$ cat config.mk
export PLATFORM = sky130hd
export DESIGN_NAME = pushpull_gate_drv
export DESIGN_NICKNAME = d
export VERILOG_FILES = /design/src/rtl/ppdrv_pkg.sv /design/src/rtl/ppdrv_clk_mon.sv /design/src/rtl/ppdrv_int_osc.sv /design/src/rtl/ppdrv_gate_phase.sv /design/src/rtl/pushpull_gate_drv.sv
export SDC_FILE = /design/constraint.sdc
export NUM_CORES = 1
export LEC_CHECK = 0
export ABC_AREA = 1
export BUFFER_PORTS_ARGS = -buffer_cell sky130_fd_sc_hd__buf_2
export CAP_MARGIN = 20
export CORE_MARGIN = 2
export CORE_UTILIZATION = 50
export CTS_CLUSTER_DIAMETER = 200
export DETAILED_ROUTE_END_ITERATION = 10
export PLACE_DENSITY = 0.68
export SYNTH_ARGS = -nofsm -noshare
export SYNTH_HDL_FRONTEND = slang
export SYNTH_SLANG_ARGS = --single-unit
$ cat constraint.sdc
create_clock -name clk_i -period 4 [get_ports clk_i]
set_input_delay 0.4 -clock clk_i [delete_from_list [all_inputs] [get_ports clk_i]]
set_output_delay 0.4 -clock clk_i [all_outputs]
set_load 0.1 [all_outputs]
$ cat src/rtl/ppdrv_pkg.sv
package ppdrv_pkg;
  typedef enum logic {SRC_INT = 1'b0, SRC_EXT = 1'b1} src_e;

  function automatic int unsigned cnt_w(input int unsigned max_val);
    return (max_val < 2) ? 1 : $clog2(max_val + 1);
  endfunction
endpackage

$ cat src/rtl/ppdrv_clk_mon.sv
module ppdrv_clk_mon #(
  parameter int unsigned MIN_PER     = 125,
  parameter int unsigned MAX_PER     = 2000,
  parameter int unsigned LOCK_CNT    = 4,
  parameter int unsigned SYNC_STAGES = 2
) (
  input  logic clk_i,
  input  logic rst_ni,
  input  logic ext_clk_i,
  output logic rise_o,
  output logic valid_o
);
  localparam int unsigned PW = ppdrv_pkg::cnt_w(MAX_PER);
  localparam int unsigned LW = ppdrv_pkg::cnt_w(LOCK_CNT);
  localparam logic [PW-1:0] LIM_LO = PW'(MIN_PER - 1);
  localparam logic [PW-1:0] LIM_HI = PW'(MAX_PER - 1);
  localparam logic [PW-1:0] SAT    = PW'(MAX_PER);
  localparam logic [LW-1:0] LOCK_LAST = LW'(LOCK_CNT - 1);

  logic [SYNC_STAGES:0] sync_q;
  logic [PW-1:0]        per_q;
  logic [LW-1:0]        good_q;
  logic                 valid_q;
  logic                 in_rng;

  always_ff @(posedge clk_i or negedge rst_ni) begin
    if (!rst_ni) sync_q <= '0;
    else         sync_q <= {sync_q[SYNC_STAGES-1:0], ext_clk_i};
  end

  assign rise_o = sync_q[SYNC_STAGES-1] & ~sync_q[SYNC_STAGES];
  // per_q holds period-1 at the rising edge; saturated means no reference edge
  assign in_rng = (per_q >= LIM_LO) && (per_q <= LIM_HI);

  always_ff @(posedge clk_i or negedge rst_ni) begin
    if (!rst_ni) begin
      per_q   <= SAT;
      good_q  <= '0;
      valid_q <= 1'b0;
    end else if (rise_o) begin
      per_q <= '0;
      if (in_rng) begin
        if (good_q == LOCK_LAST) valid_q <= 1'b1;
        else                     good_q  <= good_q + 1'b1;
      end else begin
        good_q  <= '0;
        valid_q <= 1'b0;
      end
    end else if (per_q != SAT) begin
      per_q <= per_q + 1'b1;
    end else begin
      good_q  <= '0;
      valid_q <= 1'b0;
    end
  end

  assign valid_o = valid_q;

  AST_VALID_ON_EDGE: assert property (@(posedge clk_i) disable iff (!rst_ni)
    $rose(valid_q) |-> $past(rise_o));

  AST_LOSS_DROPS: assert property (@(posedge clk_i) disable iff (!rst_ni)
    (per_q == SAT && !rise_o) |=> !valid_q);
endmodule

$ cat src/rtl/ppdrv_int_osc.sv
module ppdrv_int_osc #(
  parameter int unsigned HALF = 236
) (
  input  logic clk_i,
  input  logic rst_ni,
  input  logic run_i,
  output logic tick_o
);
  localparam int unsigned CW = ppdrv_pkg::cnt_w(HALF);
  localparam logic [CW-1:0] LAST = CW'(HALF - 1);

  logic [CW-1:0] cnt_q;

  assign tick_o = run_i && (cnt_q == LAST);

  always_ff @(posedge clk_i or negedge rst_ni) begin
    if (!rst_ni)      cnt_q <= '0;
    else if (!run_i)  cnt_q <= '0;
    else if (tick_o)  cnt_q <= '0;
    else              cnt_q <= cnt_q + 1'b1;
  end
endmodule

$ cat src/rtl/ppdrv_gate_phase.sv
module ppdrv_gate_phase #(
  parameter int unsigned DT_W = 8
) (
  input  logic            clk_i,
  input  logic            rst_ni,
  input  logic            run_i,
  input  logic            bound_i,
  input  logic [DT_W-1:0] dead_i,
  output logic            g1_o,
  output logic            g2_o
);
  logic            ph_q;   // 0: G1 phase, 1: G2 phase
  logic            on_q;
  logic [DT_W-1:0] dt_q;
  logic [DT_W-1:0] dt_eff;

  assign dt_eff = (dead_i == '0) ? DT_W'(1) : dead_i;

  always_ff @(posedge clk_i or negedge rst_ni) begin
    if (!rst_ni) begin
      ph_q <= 1'b0;
      on_q <= 1'b0;
      dt_q <= '1;
    end else if (!run_i) begin
      ph_q <= 1'b0;
      on_q <= 1'b0;
      dt_q <= dt_eff;
    end else if (bound_i) begin
      // hand over only after a pulse was driven, keeps strict alternation
      ph_q <= on_q ? ~ph_q : ph_q;
      on_q <= 1'b0;
      dt_q <= dt_eff;
    end else if (dt_q != '0) begin
      dt_q <= dt_q - 1'b1;
      if (dt_q == DT_W'(1)) on_q <= 1'b1;
    end
  end

  assign g1_o = on_q & ~ph_q & run_i;
  assign g2_o = on_q &  ph_q & run_i;

  AST_GAP_BEFORE_G1: assert property (@(posedge clk_i) disable iff (!rst_ni)
    $rose(g1_o) |-> !$past(g2_o));

  AST_GAP_BEFORE_G2: assert property (@(posedge clk_i) disable iff (!rst_ni)
    $rose(g2_o) |-> !$past(g1_o));

  AST_IDLE_RESET: assert property (@(posedge clk_i) disable iff (!rst_ni)
    !run_i |=> !on_q && !ph_q);
endmodule

$ cat src/rtl/pushpull_gate_drv.sv
module pushpull_gate_drv #(
  parameter int unsigned DT_W        = 8,
  parameter int unsigned INT_HALF    = 236,
  parameter int unsigned EXT_MIN_PER = 125,
  parameter int unsigned EXT_MAX_PER = 2000,
  parameter int unsigned LOCK_CNT    = 4
) (
  input  logic            clk_i,
  input  logic            rst_ni,
  input  logic            en_i,
  input  logic            uvlo_i,
  input  logic            ext_clk_i,
  input  logic [DT_W-1:0] dead_i,
  output logic            g1_o,
  output logic            g2_o,
  output logic            ext_sel_o
);
  import ppdrv_pkg::*;

  logic run, ext_rise, ext_valid, int_tick, tick_sel, lost, bound;
  src_e src_q;

  assign run = en_i & ~uvlo_i;

  ppdrv_clk_mon #(
    .MIN_PER(EXT_MIN_PER), .MAX_PER(EXT_MAX_PER),
    .LOCK_CNT(LOCK_CNT), .SYNC_STAGES(2)
  ) u_mon (
    .clk_i(clk_i), .rst_ni(rst_ni), .ext_clk_i(ext_clk_i),
    .rise_o(ext_rise), .valid_o(ext_valid)
  );

  ppdrv_int_osc #(.HALF(INT_HALF)) u_osc (
    .clk_i(clk_i), .rst_ni(rst_ni), .run_i(run), .tick_o(int_tick)
  );

  assign tick_sel = (src_q == SRC_EXT) ? ext_rise : int_tick;
  assign lost     = (src_q == SRC_EXT) & ~ext_valid;
  assign bound    = run & (tick_sel | lost);

  always_ff @(posedge clk_i or negedge rst_ni) begin
    if (!rst_ni)            src_q <= SRC_INT;
    else if (!run || bound) src_q <= ext_valid ? SRC_EXT : SRC_INT;
  end

  ppdrv_gate_phase #(.DT_W(DT_W)) u_gate (
    .clk_i(clk_i), .rst_ni(rst_ni), .run_i(run), .bound_i(bound),
    .dead_i(dead_i), .g1_o(g1_o), .g2_o(g2_o)
  );

  assign ext_sel_o = (src_q == SRC_EXT);

  AST_SRC_AT_BOUND: assert property (@(posedge clk_i) disable iff (!rst_ni)
    (src_q != $past(src_q)) |-> $past(bound || !run));

  AST_EXT_NEEDS_VALID: assert property (@(posedge clk_i) disable iff (!rst_ni)
    $rose(ext_sel_o) |-> $past(ext_valid));
endmodule

==> flow_summary.yaml, run 1 <==
setup_path:
  timing_worst_setup_path_type: "reg -> out"
  arrival_ns: 1.43
  crit_path_end_kind: "primary output"
  crit_required_ns: 3.60
  critPathMaxFanout: 3
  critical_path.startpoint_type: "flop"
synth:
  synth_edf_count: 0
  syn-num-nets: 275
  synth_cell_types: 31
  yosysWarnings: 0
  synth.area.top_cells: "dfrtp_1 (28%), dfstp_2 (18%), nand2_1 (10%)"
  syn_area_um2: 2080
  synth_top_area_cell: "dfrtp_1"
  synth_top_cell_area_share: 0.277
  netlist_instances: 254
  ys_seq_area_frac: 0.454
  ys.flop_type: "dfrtp_1"
  ys_top_cells_by_count: "nand2_1 (58), inv_1 (34), nor2_1 (28)"
  synth.avg_cell_area_um2: 8.18
  synth_most_common_cell: "nand2_1"
  ys_ff_latch: 37
  synth-async-reset-ratio: 1.00
die:
  io_pins: 16
  die-area_um2: 4690
  core-area_um2: 4000
  die_w_um: 68.5
  row_count: 23
  start_util: 0.519
  die_h_um: 68.5
timing:
  layout_min_cycle_time_ns: 1.83
  fmax_mhz: 545
  hold_violations: 0
  setup_violations: 0
  tightest_slew_ns: 0.798
  drv_slew: 0
  relSlewSlack: 0.468
  rsz0062_at_grt: "false"
  skew_ns: 0.00660
  finalSetupTns_ns: 0
  worst_hold_slack_ns: 0.197
  finalCritPeriodShare: 0.458
clock_tree:
  clkTransAtPathRegs_ns: 0.08
  post_cts_buffers: 0
  cts_tree: "yes"
  clk_path_buf_depth: 2
  cts-root-buf: "clkbuf_8"
  cts_max_level: 2
  numCtsBuffers: 5
  numClockSinks: 37
  clk-insertion-delay-late_ns: 0.29
  cts_resized: 0
  ctsHoldBuffers: 0
place:
  port_buffers: 15
  postPlaceCellArea_um2: 2200
  dp_hpwl_um: 2690
  place_congestion: 0.826
run_status:
  outcome: "finished, final reports clean"
detailed_routing:
  vias: 1602
  drc: 0
  first_pass_iters: 4
  wl_per_cell_um: 11.3
  wirelength_um: 3680
  via_per_inst: 4.93
  initialDrtViolationCount: 105
  ant_nets: 0
global_route:
  antenna_found_initial: 0
  grt-ovfl-total: 0
  grt_first_pass_wirelength_um: 6260
  track_usage: 0.183
  grt_max_degree: 38
  grt_pass1_vias: 1437
pwr:
  power.leakage_nw: 1.12
  p_int_mw: 0.603
  p_clk_frac: 0.349
  switchingPower_mw: 0.225
  power.density_nw_per_um2: 360
  p_sw_frac: 0.271
  power_mw: 0.827
  comb_power_share: 0.127
  vdd_ir_drop_max_mv: 0.219
  pwr-share-seq: 0.524
cells_and_area:
  fin_area_um2: 2300
  nets: 295
  n_antenna_cell: 0
  layout-drive-gt1-share: 0.222
  area_growth_pct: 10.7
  n_fill_cell: 375
min_path:
  hp-class: "in -> async"
run:
  max_cap_viol_count: 0
[final timing paths]
path                                  from              end  slack [ns]  cells after the start
max                            u_gate.on_q             g1_o        2.17                      3
min                                 rst_ni   u_mon.per_q[0]        0.20                      1
max reg2reg                u_mon.sync_q[1]   u_gate.dt_q[1]        2.37                      7
min reg2reg                u_mon.sync_q[0]  u_mon.sync_q[1]        0.35                      0
max in group asynchronous           rst_ni    u_mon.valid_o        3.30                      1
min in group clk_i               ext_clk_i  u_mon.sync_q[0]        0.21                      1
[power by group through the flow]
stage | Clock (mW) | Sequential [mW] | Combinational (mW)
5_1_grt | 0.308 | 0.439 | 0.122
4_1_cts | 0.296 | 0.433 | 0.107
6_report | 0.289 | 0.434 | 0.105
3_3_place_gp | 0 | 0.440 | 0.103
2_1_floorplan | 0 | 0.434 | 0.0783
3_5_place_dp | 0 | 0.440 | 0.106
[worst max-delay path: stages (launching register included)]
cell     delay [ns]
dfrtp_1        0.36
inv_1          0.07
nor3_1         0.24
buf_2          0.47
[cells by family (layout without fill, tap and decap cells)]
logic type | after synthesis | in the layout | share of synthesized area
AND/OR/NAND/NOR | 134 | 134 | 0.308
XOR/XNOR | 8 | 8 | 0.0337
buffers and inverters | 39 | 60 | 0.0747
adder cells (fa/ha/maj) | 8 | 8 | 0.0482
flip-flops | 37 | 37 | 0.454
AO/OA/AOI/OAI | 28 | 28 | 0.0807
[layout make-up]
cell class              instances  area (um^2)  area share
well taps                      50         62.6      0.0272
clock buffers                   7         96.3      0.0419
multi-input cells             178          978       0.425
inverters                      37          139      0.0604
flip-flops and latches         37          943       0.410
repair buffers                 15         75.1      0.0326
clock inverters                 1         5.00     0.00218
[metrics by stage]
step | util | setup WS (ns) | cells
floorplan | - | 0.893 | 254
global placement | 0.550 | 2.19 | 317
detailed placement | 0.550 | 2.17 | 317
CTS | 0.575 | 2.16 | 325
global route | 0.575 | 2.11 | 325
finish | 0.575 | 2.17 | 325
[state kept, by name, indices dropped and copies added, names as in the netlist]
signal,flops
u_mon.valid_o,1
u_mon.per_q,11
u_mon.sync_q,3
u_gate.dt_q,8
u_gate.ph_q,1
u_gate.on_q,1
u_osc.cnt_q,8
u_mon.good_q,3
ext_sel_o,1
[metal layers]
layer,vias to the layer above,global-route usage,routed length [um],share of wire
met1,740,0.227,1710,0.46
li1,847,-,-,-
met4,0,0.0675,64,0.017
met5,-,0,0,0
met3,6,0.0493,75,0.020
met2,9,0.302,1830,0.50
[layout by cell type (no fill, tap or decap), types with 5 or more instances in the layout]
| cell | netlist | routed |
|---|---|---|
| nand3_1 | 19 | 19 |
| nand2_1 | 58 | 58 |
| o21ai_1 | 7 | 7 |
| nor3_1 | 5 | 5 |
| inv_1 | 34 | 34 |
| nand2_2 | 8 | 8 |
| dfstp_2 | 14 | 14 |
| clkbuf_8 | 0 | 7 |
| buf_2 | 1 | 15 |
| dfrtp_1 | 23 | 23 |
| ha_1 | 8 | 8 |
| a21oi_1 | 8 | 8 |
| nor2_1 | 28 | 28 |
| o21ai_0 | 7 | 7 |
Note: power is estimated with default switching activity, not from simulation.
==> run 2: changes to the inputs <==
Settings changed: PLACE_DENSITY 0.68 to 0.71.
Clock period 4 ns to 1.6 ns, I/O delays scaled along.
==> flow_summary.yaml, run 2 (synthesis results as in run 1) <==
place:
  dp_hpwl_um: 2710
  port_buffers: 15
  postPlaceCellArea_um2: 2240
  placed_cells: 319
  place_congestion: 0.885
  place_ws_ns: 0.107
setup_path:
  crit_required_ns: 1.77
  critPathMaxFanout: 7
  timing_worst_setup_path_type: "reg -> reg"
  arrival_ns: 1.63
  reg2reg_slack_ns: 0.14
  critical_path.startpoint_type: "flop"
  crit_path_end_kind: "flop"
  r2r_cells: 9
timing:
  fmax_mhz: 683
  hold_violations: 0
  layout_min_cycle_time_ns: 1.46
  setup_violations: 0
  tightest_slew_ns: 0.482
  layout_setup_ws_ns: 0.136
  worst_hold_slack_ns: 0.0848
  skew_ns: 0.0113
  relSlewSlack: 0.681
  finalCritPeriodShare: 0.915
  drv_slew: 0
cells_and_area:
  fin_cells: 329
  n_antenna_cell: 0
  top_register: "u_mon.per_q"
  final_common_cell: "nand2_1"
  multi_input_area_um2: 997
  fin_area_um2: 2350
  top_regs: "u_mon.per_q: 11 flops, u_gate.dt_q: 8 flops, u_osc.cnt_q: 8 flops"
  n_fill_cell: 366
  nets: 299
  layout-drive-gt1-share: 0.237
  seqCellArea_um2: 945
  area_growth_pct: 13.4
  largest_reg_flops: 11
  layout.cells.most_common_list: "nand2_1 (58), inv_1 (34), nor2_1 (27), dfrtp_1 (22), nand3_1 (19)"
clock_tree:
  numCtsBuffers: 5
  clkTransAtPathRegs_ns: 0.07
  clk-insertion-delay-late_ns: 0.29
  cts_tree: "yes"
  clk_path_buf_depth: 2
  cts-root-buf: "clkbuf_8"
  numClockSinks: 37
  cts_max_level: 2
  post_cts_buffers: 0
die:
  start_util: 0.519
  row_count: 23
  die_w_um: 68.5
  core-area_um2: 4000
  io_pins: 16
  die-area_um2: 4690
  die_h_um: 68.5
global_route:
  grt_pass1_vias: 1516
  antenna_found_initial: 0
  grt-ovfl-total: 0
  track_usage: 0.182
  grt_first_pass_wirelength_um: 6460
  grt_max_degree: 38
pwr:
  power.density_nw_per_um2: 843
  power.leakage_nw: 1.13
  vdd_ir_drop_max_mv: 0.581
  power_mw: 1.98
detailed_routing:
  wirelength_um: 3600
  via_per_inst: 4.97
  drc: 0
  first_pass_iters: 4
  initialDrtViolationCount: 92
  vias: 1634
  ant_nets: 0
  wl_per_cell_um: 10.9
min_path:
  min_path_cells: 3
  hp-class: "in -> reg"
run:
  max_cap_viol_count: 0
run_status:
  outcome: "finished, final reports clean"
==> run 2: cell types whose count changed in the layout (fill, tap and decap cells not counted), sizes merged <==
cell | before | now
buf | 15 | 17
clkinvlp | 0 | 1
clkinv | 3 | 4
dlygate4sd3 | 0 | 2
clkbuf | 7 | 5
==> run 2: worst paths after layout <==
check,start,endpoint
worst max-delay path,u_mon.per_q[0],u_mon.good_q[1]
worst min-delay path,dead_i[7],u_gate.dt_q[7]
worst max register to register,u_mon.per_q[0],u_mon.good_q[1]
worst min register to register,u_mon.sync_q[0],u_mon.sync_q[1]
max in group asynchronous,rst_ni,u_gate.dt_q[3]
min in group asynchronous,rst_ni,u_mon.valid_o
==> run 2: worst max-delay path, stage by stage (launching register included) <==
cell and delay (ns):
dfrtp_1 0.44, ha_1 0.30, nor2_1 0.13, nand2_1 0.06, nand2_1 0.05, nand2_1 0.08, nand2_1 0.08, clkinv_1 0.09
nand3_1 0.07, nand2_1 0.06
==> run 2: where the power goes <==
group,switching (mW),internal (mW)
sequential,0.0743,1.01
combinational,0.160,0.111
clock,0.325,0.300
total,0.559,1.43
==> run 2: cell type report <==
type / instances / area share
clock buffer: 5 / 0.0292
sequential: 37 / 0.401
multi-input combinational: 178 / 0.423
inverter: 37 / 0.0590
timing repair buffer: 19 / 0.0531
clock inverter: 3 / 0.00744
tap: 50 / 0.0266
==> run 2: repair_timing <==
item                                    4_1_cts  5_1_grt
gates resized for setup                       0        1
endpoints found under the hold margin        24        0
hold buffers                                  2        0
endpoints found under the setup margin        0        2
==> run 2: routing by layer <==
layer  track usage  up-vias  wire length (um)
li1              -      854                 -
met1         0.245      755              1760
met2         0.292       23              1710
met3        0.0395        2               101
met4        0.0575        0                21
met5             0        -                 0
==> run 2: through the flow <==
stage | TNS [ns] | util
CTS | 0 | 0.587
global placement | 0 | 0.561
global route | -0.000122 | 0.589
detailed placement | 0 | 0.561
finish | 0 | 0.589
floorplan | 0 | -
==> run 3: changes to the inputs <==
Settings changed: BUFFER_PORTS_ARGS -buffer_cell sky130_fd_sc_hd__buf_2 to -buffer_cell sky130_fd_sc_hd__clkbuf_2, CORE_MARGIN 2 to 1.5.
==> flow_summary.yaml, run 3 (synthesis results as in run 1) <==
global_route:
  track_usage: 0.193
  grt_pass1_vias: 1566
  grt-ovfl-total: 0
  grt_max_degree: 38
  antenna_found_initial: 0
  grt_first_pass_wirelength_um: 6560
detailed_routing:
  first_pass_iters: 4
  drc: 0
  wl_per_cell_um: 11.2
  via_per_inst: 4.99
  vias: 1642
  wirelength_um: 3680
  initialDrtViolationCount: 69
  ant_nets: 0
setup_path:
  setup.worst_path.start: "u_mon.per_q[0]"
  crit_path_end_kind: "flop"
  r2r_start: "u_mon.per_q[0]"
  critical_path.startpoint_type: "flop"
  arrival_ns: 1.61
  crit_required_ns: 1.78
  timing_worst_setup_path_type: "reg -> reg"
  r2r_cells: 9
  critPathMaxFanout: 7
cells_and_area:
  largest_reg_flops: 11
  multi_input_area_um2: 1000
  layout.cells.most_common_list: "nand2_1 (58), inv_1 (34), nor2_1 (27), dfrtp_1 (22), nand3_1 (18)"
  final_common_cell: "nand2_1"
  fin_cells: 329
  top_regs: "u_mon.per_q: 11 flops, u_gate.dt_q: 8 flops, u_osc.cnt_q: 8 flops"
  seqCellArea_um2: 945
  n_antenna_cell: 0
  layout-drive-gt1-share: 0.240
  top_register: "u_mon.per_q"
  n_fill_cell: 354
  area_growth_pct: 15.9
  fin_area_um2: 2410
  nets: 299
clock_tree:
  cts-root-buf: "clkbuf_8"
  numCtsBuffers: 5
  numClockSinks: 37
  cts_max_level: 2
  clkTransAtPathRegs_ns: 0.07
  clk_path_buf_depth: 2
  post_cts_buffers: 0
  clk-insertion-delay-late_ns: 0.29
  cts_tree: "yes"
timing:
  worst_hold_slack_ns: 0.0588
  setup_violations: 0
  hold_violations: 0
  finalSetupTns_ns: 0
  drv_slew: 0
  skew_ns: 0.00429
  finalCritPeriodShare: 0.894
  tightest_slew_ns: 0.540
  layout_min_cycle_time_ns: 1.43
  rsz0062_at_grt: "false"
  layout_setup_ws_ns: 0.170
  fmax_mhz: 699
  relSlewSlack: 0.642
run:
  max_cap_viol_count: 0
place:
  postPlaceCellArea_um2: 2260
  place_congestion: 0.868
  port_buffers: 15
  placed_cells: 319
  place_ws_ns: 0.132
  dp_hpwl_um: 2710
die:
  core-area_um2: 4000
  die_h_um: 67.5
  row_count: 23
  io_pins: 16
  die-area_um2: 4550
  die_w_um: 67.5
  start_util: 0.519
run_status:
  outcome: "finished, final reports clean"
pwr:
  power.density_nw_per_um2: 915
  power.leakage_nw: 1.15
  vdd_ir_drop_max_mv: 0.809
min_path:
  min_path_cells: 3
  hold_path.startpoint: "dead_i[7]"
  hp-class: "in -> reg"
==> run 3: cell count changes in the layout (fill, tap and decap cells not counted), sizes merged <==
| cell | change |
|---|---|
| clkbuf | +15 |
| clkinvlp | -1 |
| bufinv | +1 |
| buf | -13 |
| clkinv | -2 |
==> run 3: where the power goes <==
part	internal (mW)	switching, mW	leakage (nW)
registers	1.01	0.0741	0.453
clock network	0.508	0.330	0.0585
logic	0.113	0.163	0.642
==> run 3: routing by layer <==
layer  global-route usage  vias up  routed length [um]
li1                     -      851                   -
met1                0.251      758                1780
met2                0.311       25                1720
met3               0.0367        8                 108
met4               0.0918        0                  80
met5                    0        -                   0
==> run 3: area by class of cell <==
class	instances	area share
clock buffer	7	0.0359
inverter	37	0.0577
timing repair buffer	19	0.0582
sequential	37	0.392
multi-input combinational	178	0.417
clock inverter	1	0.0125
tap	50	0.0260
==> run 3: final timing paths <==
kind                                   end  slack [ns]
max                        u_mon.good_q[0]        0.17
min                         u_gate.dt_q[7]        0.06
max reg2reg                u_mon.good_q[0]        0.17
min reg2reg                u_mon.sync_q[1]        0.37
max in group asynchronous   u_gate.dt_q[1]        0.82
min in group asynchronous   u_mon.per_q[5]        0.44
==> run 3: timing repair <==
action / CTS / global route
hold buffers: 2 / 0
hold endpoints to repair: 24 / 0
setup endpoints to repair: 0 / 4
resized for setup: 0 / 3
==> run 3: through the flow <==
step            util  total power, mW
3_3_place_gp   0.565             1.37
2_1_floorplan      -             1.28
4_1_cts        0.599             2.23
3_5_place_dp   0.565             1.37
6_report       0.602             2.20
5_1_grt        0.602             2.32
==> run 3: critical path, stage by stage (launching register included) <==
cell	delay, ns
dfrtp_1	0.45
inv_1	0.09
ha_1	0.16
nand3_1	0.08
nor3_1	0.13
nand2_1	0.14
nand2_2	0.11
nand2_2	0.07
nand2_1	0.06
nand2_1	0.05
